## config.mk

```make
export PLATFORM = sky130hd
export DESIGN_NAME = dram_bank_tracker
export DESIGN_NICKNAME = d
export VERILOG_FILES = /design/src/rtl/dram_bank_tracker.sv
export SDC_FILE = /design/constraint.sdc
export NUM_CORES = 2
export LEC_CHECK = 0
export ABC_AREA = 1
export BUFFER_PORTS_ARGS = -buffer_cell sky130_fd_sc_hd__buf_2
export CORE_MARGIN = 5
export CORE_UTILIZATION = 60
export CTS_CLUSTER_DIAMETER = 40
export CTS_CLUSTER_SIZE = 8
export DETAILED_ROUTE_END_ITERATION = 16
export GPL_ROUTABILITY_DRIVEN = 0
export PLACE_DENSITY = 0.77
export SLEW_MARGIN = 20
export SYNTH_ARGS = -nofsm -noshare
export SYNTH_HDL_FRONTEND = slang
export SYNTH_SLANG_ARGS = --single-unit
```

## constraint.sdc

```tcl
create_clock -name clk -period 6.16 [get_ports clk]
set_clock_uncertainty 0.1 [all_clocks]
set_input_delay 1.848 -clock clk [delete_from_list [all_inputs] [get_ports clk]]
set_output_delay 1.848 -clock clk [all_outputs]
set_load 0.01 [all_outputs]
```

## src/rtl/dram_bank_tracker.sv

```systemverilog
module dram_bank_tracker #(
  parameter int RANKS     = 2,
  parameter int BANKS     = 4,
  parameter int GROUPS    = 2,
  parameter int ROW_W     = 6,
  parameter int TIME_W    = 20,
  parameter int T_RCD     = 3,
  parameter int T_RAS     = 8,
  parameter int T_RP      = 3,
  parameter int T_RTP     = 2,
  parameter int T_WR      = 4,
  parameter int T_BURST   = 2,
  parameter int T_RRD     = 2,
  parameter int T_RRD_L   = 3,
  parameter int T_XAW     = 12,
  parameter int ACT_LIMIT = 3,
  parameter int MAX_COL   = 3,
  localparam int NB     = RANKS * BANKS,
  localparam int RANK_W = (RANKS > 1) ? $clog2(RANKS) : 1,
  localparam int BANK_W = (BANKS > 1) ? $clog2(BANKS) : 1,
  localparam int IDX_W  = (NB > 1) ? $clog2(NB) : 1
) (
  input  logic                  clk,
  input  logic                  rst_n,
  input  logic [TIME_W-1:0]     now,
  input  logic                  act_vld,
  input  logic                  pre_vld,
  input  logic                  col_vld,
  input  logic                  col_wr,
  input  logic [RANK_W-1:0]     cmd_rank,
  input  logic [BANK_W-1:0]     cmd_bank,
  input  logic [ROW_W-1:0]      cmd_row,
  input  logic [RANK_W-1:0]     q_rank,
  input  logic [BANK_W-1:0]     q_bank,
  input  logic [ROW_W-1:0]      q_row,
  output logic [NB*ROW_W-1:0]   open_rows,
  output logic                  row_hit,
  output logic [NB-1:0]         act_ok,
  output logic [NB-1:0]         pre_ok,
  output logic [NB-1:0]         col_ok,
  output logic [NB-1:0]         close_req
);
  localparam int BPG   = BANKS / GROUPS;
  localparam int GRP_W = (GROUPS > 1) ? $clog2(GROUPS) : 1;
  localparam int CNT_W = $clog2(MAX_COL + 1);
  localparam int HC_W  = $clog2(ACT_LIMIT + 1);
  localparam logic [ROW_W-1:0] NONE = '1;

  logic [IDX_W-1:0] cidx, qidx;
  logic [GRP_W-1:0] cgrp;
  logic [ROW_W-1:0] q_open;

  assign cidx   = IDX_W'(cmd_rank) * IDX_W'(BANKS) + IDX_W'(cmd_bank);
  assign qidx   = IDX_W'(q_rank) * IDX_W'(BANKS) + IDX_W'(q_bank);
  assign cgrp   = GRP_W'(32'(cmd_bank) / BPG);
  assign q_open = open_rows[qidx*ROW_W +: ROW_W];
  assign row_hit = (q_open != NONE) && (q_open == q_row);

  for (genvar r = 0; r < RANKS; r++) begin : rk
    logic [TIME_W-1:0] hist [ACT_LIMIT];
    logic [HC_W-1:0]   hcnt;
    logic [TIME_W-1:0] last_t;
    logic [GRP_W-1:0]  lgrp;
    logic              have;
    logic              mine;
    logic              win_ok;

    assign mine   = act_vld && (cmd_rank == RANK_W'(r));
    assign win_ok = (hcnt < HC_W'(ACT_LIMIT)) ||
                    (now >= hist[ACT_LIMIT-1] + TIME_W'(T_XAW));

    always_ff @(posedge clk or negedge rst_n) begin
      if (!rst_n) begin
        for (int k = 0; k < ACT_LIMIT; k++) hist[k] <= '0;
        hcnt   <= '0;
        last_t <= '0;
        lgrp   <= '0;
        have   <= 1'b0;
      end else if (mine) begin
        hist[0] <= now;
        for (int k = 1; k < ACT_LIMIT; k++) hist[k] <= hist[k-1];
        if (hcnt < HC_W'(ACT_LIMIT)) hcnt <= hcnt + 1'b1;
        last_t <= now;
        lgrp   <= cgrp;
        have   <= 1'b1;
      end
    end
  end

  for (genvar b = 0; b < NB; b++) begin : bk
    localparam int R = b / BANKS;
    localparam int G = (b % BANKS) / BPG;
    logic [ROW_W-1:0]  orow;
    logic [TIME_W-1:0] col_at, pre_at, act_at, col_pre, gap_t;
    logic [CNT_W-1:0]  cnt;
    logic              sel, is_open;

    assign sel     = (cidx == IDX_W'(b));
    assign is_open = (orow != NONE);
    assign col_pre = col_wr ? now + TIME_W'(T_WR + T_BURST) : now + TIME_W'(T_RTP);
    assign gap_t   = rk[R].last_t + ((rk[R].lgrp == GRP_W'(G)) ? TIME_W'(T_RRD_L)
                                                                : TIME_W'(T_RRD));

    always_ff @(posedge clk or negedge rst_n) begin
      if (!rst_n) begin
        orow   <= NONE;
        col_at <= '0;
        pre_at <= '0;
        act_at <= '0;
        cnt    <= '0;
      end else if (sel) begin
        if (act_vld) begin
          orow   <= cmd_row;
          col_at <= now + TIME_W'(T_RCD);
          pre_at <= now + TIME_W'(T_RAS);
          cnt    <= '0;
        end else if (pre_vld) begin
          orow   <= NONE;
          act_at <= now + TIME_W'(T_RP);
        end else if (col_vld) begin
          col_at <= now + TIME_W'(T_BURST);
          if (col_pre > pre_at) pre_at <= col_pre;
          if (cnt < CNT_W'(MAX_COL)) cnt <= cnt + 1'b1;
        end
      end
    end

    assign open_rows[b*ROW_W +: ROW_W] = orow;
    assign act_ok[b]    = !is_open && (now >= act_at) && rk[R].win_ok &&
                          (!rk[R].have || (now >= gap_t));
    assign pre_ok[b]    = is_open && (now >= pre_at);
    assign col_ok[b]    = is_open && (now >= col_at) && (cnt < CNT_W'(MAX_COL));
    assign close_req[b] = is_open && (cnt >= CNT_W'(MAX_COL));
  end
endmodule

```

**Word-level counts from Yosys, hierarchy flattened**

Index checks and enable logic that the tools add are counted.
Widths: inputs -> output; s select.

- Mux-type cells: 74
- Reductions and logical operators: 136
- Equal/unequal tests: 18
- $add $sub $neg: 22
- $mul: 1
- Bitwise operators: 2
- Shift operators: 1
- Magnitude comparators: 56

Operator list:

| operator | count |
|---|---|
| $mux 20 | 36 |
| $ge 20x20->1 | 30 |
| $gt 20x20->1 | 8 |
| $add 20x2->20 | 4 |
| $mux 2 | 32 |
| $reduce_and 4->1 | 16 |
| $add 20x4->20 const B | 3 |
| $logic_and 1x1->1 | 59 |
| $ne 6x6->1 const B | 9 |
| $reduce_and 3->1 | 16 |
| $shiftx 48x7->6 | 1 |
| $add 20x2->20 const B | 2 |
| $reduce_bool 2->1 | 18 |
| $add 2x1->2 const B | 10 |
| $add 20x3->20 const B | 1 |
| $lt 2x2->1 const B | 10 |
| $reduce_and 2->1 | 10 |
| $ge 2x2->1 const B | 8 |
| $eq 3x3->1 const B | 4 |
| $mux 6 | 2 |
| $logic_not 1->1 | 10 |
| $add 3x2->3 | 2 |
| $eq 3x2->1 const B | 2 |
| $eq 6x6->1 | 1 |
| other kinds (7) | 16 |

- Flip-flop bits (word level): 672
- Input port bits: 44
- Word-level logic and storage cells: 362
- Output and inout port bits: 81

**Logic depth before layout (Yosys ltp)**

- Depth in word-level cells: 7
- Mapped depth: 24
- Depth with buffers taken out: 22

**Worst setup path before layout**

No wires, ideal clock.

- Path kind: input-to-output
- From: input now[0]
- To: output pre_ok[1]
- Buffers on the path: 1
- Arrival time: 3.651 ns
- Cell stages on the path: 12
- Path slack: 0.561 ns
- Data required time: 4.212 ns
- Cells stage by stage: clkbuf_1 > inv_1 > ha_1 > inv_1 > a21boi_0 > o21a_1 > o21ai_0 > nand2_1 > nand2_1 > nand3_1 > nand2_1 > inv_1

- Word-level cells in the longest chain between the ends: 2

Ends and longest elaborated chain:

| what | line | text |
|---|---|---|
| start: declaration | 25 | `input logic [TIME_W-1:0] now,` |
| $ge 20x20->1 | 131 | `assign pre_ok[b] = is_open && (now >= pre_at);` |
| $logic_and 1x1->1 | 131 |  |
| end: declaration | 39 | `output logic [NB-1:0] pre_ok,` |

No other way between the ends.

**Worst setup path in the final report**

- From: register rk[0].lgrp
- To: output act_ok[1]

- Word-level cells in the longest chain between the ends: 5

Ends and longest elaborated chain:

| what | line | text |
|---|---|---|
| start: declaration | 63 | `logic [GRP_W-1:0] lgrp;` |
| start signal: assignment | 84 | `lgrp <= cgrp;` |
| $mux 1 | 101 | `assign gap_t = rk[R].last_t + ((rk[R].lgrp == GRP_W'(G)) ? TIME_W'(T_RRD_L)` |
| $add 20x2->20 | 101 |  |
| $ge 20x20->1 | 130 | `(!rk[R].have \|\| (now >= gap_t));` |
| $logic_or 1x1->1 | 130 |  |
| $logic_and 1x1->1 | 129 | `assign act_ok[b] = !is_open && (now >= act_at) && rk[R].win_ok &&` |
| end: declaration | 38 | `output logic [NB-1:0] act_ok,` |

No other way between the ends.

==> impl_metrics.prom <==
# TYPE chip_impl_metric gauge
chip_impl_info{name="run_status",value="completed"} 1
chip_impl_metric{name="synthDominantCellAreaShare",unit="%"} 31.8
chip_impl_metric{name="holdBufCountCts",unit=""} 0
chip_impl_info{name="critical_path.endpoint_type",value="output pin"} 1
chip_impl_metric{name="avgSynthCellArea",unit="um2"} 7.65
chip_impl_metric{name="final.setup.tns",unit="ns"} 0
chip_impl_info{name="ctsRootBufferMaster",value="clkbuf_16"} 1
chip_impl_info{name="layout.cells.most_common",value="nand2_1"} 1
chip_impl_metric{name="standby_leakage_power",unit="nW"} 29.1
chip_impl_metric{name="arrival_time_of_the_worst_setup_path",unit="ns"} 4.05
chip_impl_info{name="highest_count_cells_in_the_layout_ignoring_fill_and_taps",value="1770 x nand2_1, 931 x inv_1, 778 x ha_1"} 1
chip_impl_metric{name="vdd.ir_drop.worst",unit="mV"} 0.271
chip_impl_metric{name="grt_start_max_net_pins",unit=""} 130
chip_impl_metric{name="dieWidth",unit="um"} 296
chip_impl_metric{name="tightest_slew",unit="ns"} 1.05
chip_impl_metric{name="dr.pass1.iters",unit=""} 7
chip_impl_metric{name="cts_inserted_buffers",unit=""} 119
chip_impl_info{name="cts_tree",value="yes"} 1
chip_impl_metric{name="post_cts_setup_bufs",unit=""} 0
chip_impl_info{name="synth.area.top_cells",value="dfrtp_1 32%, ha_1 20%, nand2_1 14%"} 1
chip_impl_info{name="synth_top_cell_by_area",value="dfrtp_1"} 1
chip_impl_info{name="holdCritPathClass",value="register to register"} 1
chip_impl_info{name="crit_path_start_kind",value="register"} 1
chip_impl_metric{name="yosysWarningCount",unit=""} 0
chip_impl_metric{name="period_share",unit="%"} 97.4
chip_impl_metric{name="placement.io_buffers",unit=""} 124
chip_impl_metric{name="critical_path.max_fanout",unit=""} 5
chip_impl_metric{name="clock_latency",unit="ns"} 0.70
chip_impl_info{name="hp-start",value="bk[1].pre_at[4]$_DFFE_PN0P_"} 1
chip_impl_metric{name="synth.ff_latch_count",unit=""} 672
chip_impl_metric{name="mappedNetlistArea",unit="mm2"} 0.0491
chip_impl_metric{name="synth-seq-area-share",unit="%"} 34.4
chip_impl_metric{name="postPlaceCellArea",unit="mm2"} 0.0518
chip_impl_metric{name="setup_violations",unit=""} 0
chip_impl_metric{name="final_nets",unit=""} 7461
chip_impl_metric{name="antenna_left",unit=""} 0
chip_impl_metric{name="viasPerCell",unit=""} 5.81
chip_impl_metric{name="synth_cell_types",unit=""} 57
chip_impl_metric{name="n_fill_cell",unit=""} 6579
chip_impl_metric{name="detail_route.wirelength",unit="um"} 157000
chip_impl_metric{name="numClockSinks",unit=""} 672
chip_impl_metric{name="syn-num-nets",unit=""} 7242
chip_impl_info{name="critical_path.reg2reg.startpoint",value="bk[1].pre_at[19]$_DFFE_PN0P_"} 1
chip_impl_metric{name="maxCapViolations",unit=""} 0
chip_impl_metric{name="htree_num_levels",unit=""} 3
chip_impl_metric{name="drt_first_iter_violations",unit=""} 4419
chip_impl_info{name="startpoint",value="rk[0].lgrp$_DFFE_PN0P_"} 1
chip_impl_metric{name="area_growth_syn_to_layout",unit="%"} 13.6
chip_impl_metric{name="detailedPlacementHpwl",unit="um"} 109000
chip_impl_info{name="timing.setup.critical_path_class",value="register to output pin"} 1
chip_impl_metric{name="finalWorstPathRequiredPeriod",unit="ns"} 6.00
chip_impl_metric{name="drc",unit=""} 0
chip_impl_metric{name="synth-edff-count",unit=""} 0
chip_impl_metric{name="p_total",unit="mW"} 18.4
chip_impl_metric{name="grt_pass1_wl",unit="um"} 240000
chip_impl_metric{name="design.portCount",unit=""} 125
chip_impl_metric{name="fp.dieArea",unit="mm2"} 0.0877
chip_impl_info{name="rsz0062_at_grt",value="false"} 1
chip_impl_metric{name="die_height",unit="um"} 296
chip_impl_metric{name="routed_wire_length_per_instance",unit="um"} 20.1
chip_impl_metric{name="grtUsageTotal",unit="%"} 35.1
chip_impl_info{name="yosys_most_used_dff",value="dfrtp_1"} 1
chip_impl_metric{name="clockBufferDepth",unit=""} 3
chip_impl_metric{name="rows",unit=""} 105
chip_impl_metric{name="final_design_area_no_fill",unit="mm2"} 0.0558
chip_impl_metric{name="antenna_found_initial",unit=""} 6
chip_impl_metric{name="grt_pass1_vias",unit=""} 43900
chip_impl_metric{name="finalHoldViolCount",unit=""} 0
chip_impl_metric{name="clock_pin_slew_worst_setup_and_hold_paths",unit="ns"} 0.05
chip_impl_metric{name="floorplan.core_area",unit="mm2"} 0.0816
chip_impl_metric{name="worst_slew_margin_rel",unit="%"} 29.7
chip_impl_metric{name="route.vias.total",unit=""} 45300
chip_impl_metric{name="ys_async_sr_fraction",unit="%"} 100
chip_impl_metric{name="share_of_layout_cells_above_drive_strength_1",unit="%"} 10.1
chip_impl_metric{name="cp_data_required_time",unit="ns"} 4.21
chip_impl_metric{name="max_clock_freq",unit="MHz"} 167
chip_impl_metric{name="floorplan.initialDensity",unit="%"} 60.2
chip_impl_metric{name="grt-ovfl-total",unit=""} 0
chip_impl_metric{name="report.final.slew_viol_count",unit=""} 0
chip_impl_metric{name="p_per_area",unit="mW/mm2"} 330
chip_impl_metric{name="netlist_instances",unit=""} 6420
-- per-stage QoR --
step | cells | util, % | hold slack [ns] | setup WS [ns]
2_1_floorplan | 6420 | - | 0.334 | 0.561
3_3_place_gp | 7588 | 63.5 | 0.351 | 0.247
3_5_place_dp | 7588 | 63.5 | 0.358 | 0.282
4_1_cts | 7797 | 68.3 | 0.369 | 0.107
5_1_grt | 7799 | 68.4 | 0.382 | 0.00254
6_report | 7803 | 68.4 | 0.367 | 0.160
-- flip-flops by register name, summed over array words and instances, names as in the netlist --
signal and flops:
bk.act_at 160, bk.col_at 160, bk.pre_at 160, rk.hist 80
bk.orow 48, rk.last_t 40, bk.cnt 16, rk.hcnt 4
rk.have 2, rk.lgrp 2
-- kinds of logic after synthesis --
group / synth area share [%]
fa+ha+maj: 19.8
xor+xnor: 2.71
flops: 34.4
compound gates: 11.8
simple gates: 22.5
buf+inv: 8.72
mux: 0.0662
-- layer usage --
metal  part of all wire [%]  track usage [%]  vias to the layer above
met1                     39             45.2                    21300
li1                       -                -                    21300
met3                    9.8             6.76                      607
met4                    6.8             20.2                        0
met2                     44             55.8                     2068
met5                      0                0                        -
-- path summary, 6_finish.rpt --
check / endpoint / slack, ns / depth (start not counted)
max: act_ok[1] / 0.16 / 18
min: bk[1].pre_at[4]$_DFFE_PN0P_ / 0.37 / 2
max reg2reg: bk[1].pre_at[15]$_DFFE_PN0P_ / 3.90 / 14
min reg2reg: bk[1].pre_at[4]$_DFFE_PN0P_ / 0.37 / 2
max in group asynchronous: bk[5].cnt[1]$_DFFE_PN0P_ / 3.59 / 2
min in group asynchronous: rk[0].hist[7]$_DFFE_PN0P_ / 1.10 / 1
-- power by group --
| group | internal (mW) | total (mW) | switching [mW] |
|---|---|---|---|
| logic | 2.19 | 5.88 | 3.69 |
| registers | 5.46 | 6.06 | 0.606 |
| clock network | 4.19 | 6.49 | 2.30 |
-- worst max-delay path, cell delays in order, from the launching register on --
cell and delay (ns):
dfrtp_1 0.38, inv_1 0.07, ha_1 0.18, inv_1 0.05, ha_1 0.21, nor2_2 0.26, nand2_1 0.18, nor3_1 0.25
xor2_1 0.10, ha_1 0.28, nand2_1 0.05, nor2_1 0.22, nand2_1 0.11, nor4_2 0.22, nand2_1 0.11, nand3_1 0.16
nand2_1 0.16, nor2_1 0.19, buf_2 0.16
-- area by class of cell --
type,count,area [um2],area share [%]
multi-input combinational,4628,28000,50.2
sequential,672,16900,30.2
inverter,952,3580,6.41
clock buffer,163,3310,5.94
timing repair buffer,266,2010,3.60
tap,1070,1340,2.40
clock inverter,46,646,1.16
antenna,6,15.0,0.0269
-- cells in the mapped netlist, types with 7 or more instances --
library cell / number
nor3_1: 62
o211ai_1: 31
o21ai_0: 539
inv_2: 16
a21oi_2: 10
nand4_1: 95
o21a_1: 13
and2_1: 10
nor2_1: 313
a21oi_1: 321
clkbuf_1: 117
inv_1: 933
xnor2_1: 11
buf_1: 9
dfrtp_1: 624
nor2_4: 7
a21boi_0: 13
o21ai_1: 62
a21o_1: 11
dfstp_2: 48
nand2_2: 26
ha_1: 778
nand2_1: 1771
buf_2: 33
a211oi_1: 11
nor2_2: 18
and3_1: 7
xor2_1: 117
buf_4: 8
o21ai_2: 36
nand3_1: 281
nor4_1: 13
nand2_4: 12
or2_2: 10
-- what timing repair did --
action	CTS	global route
endpoints found under the setup margin	0	6
hold endpoints to repair	0	0
resized for setup	0	6
Power figures use the tool's default switching activity.
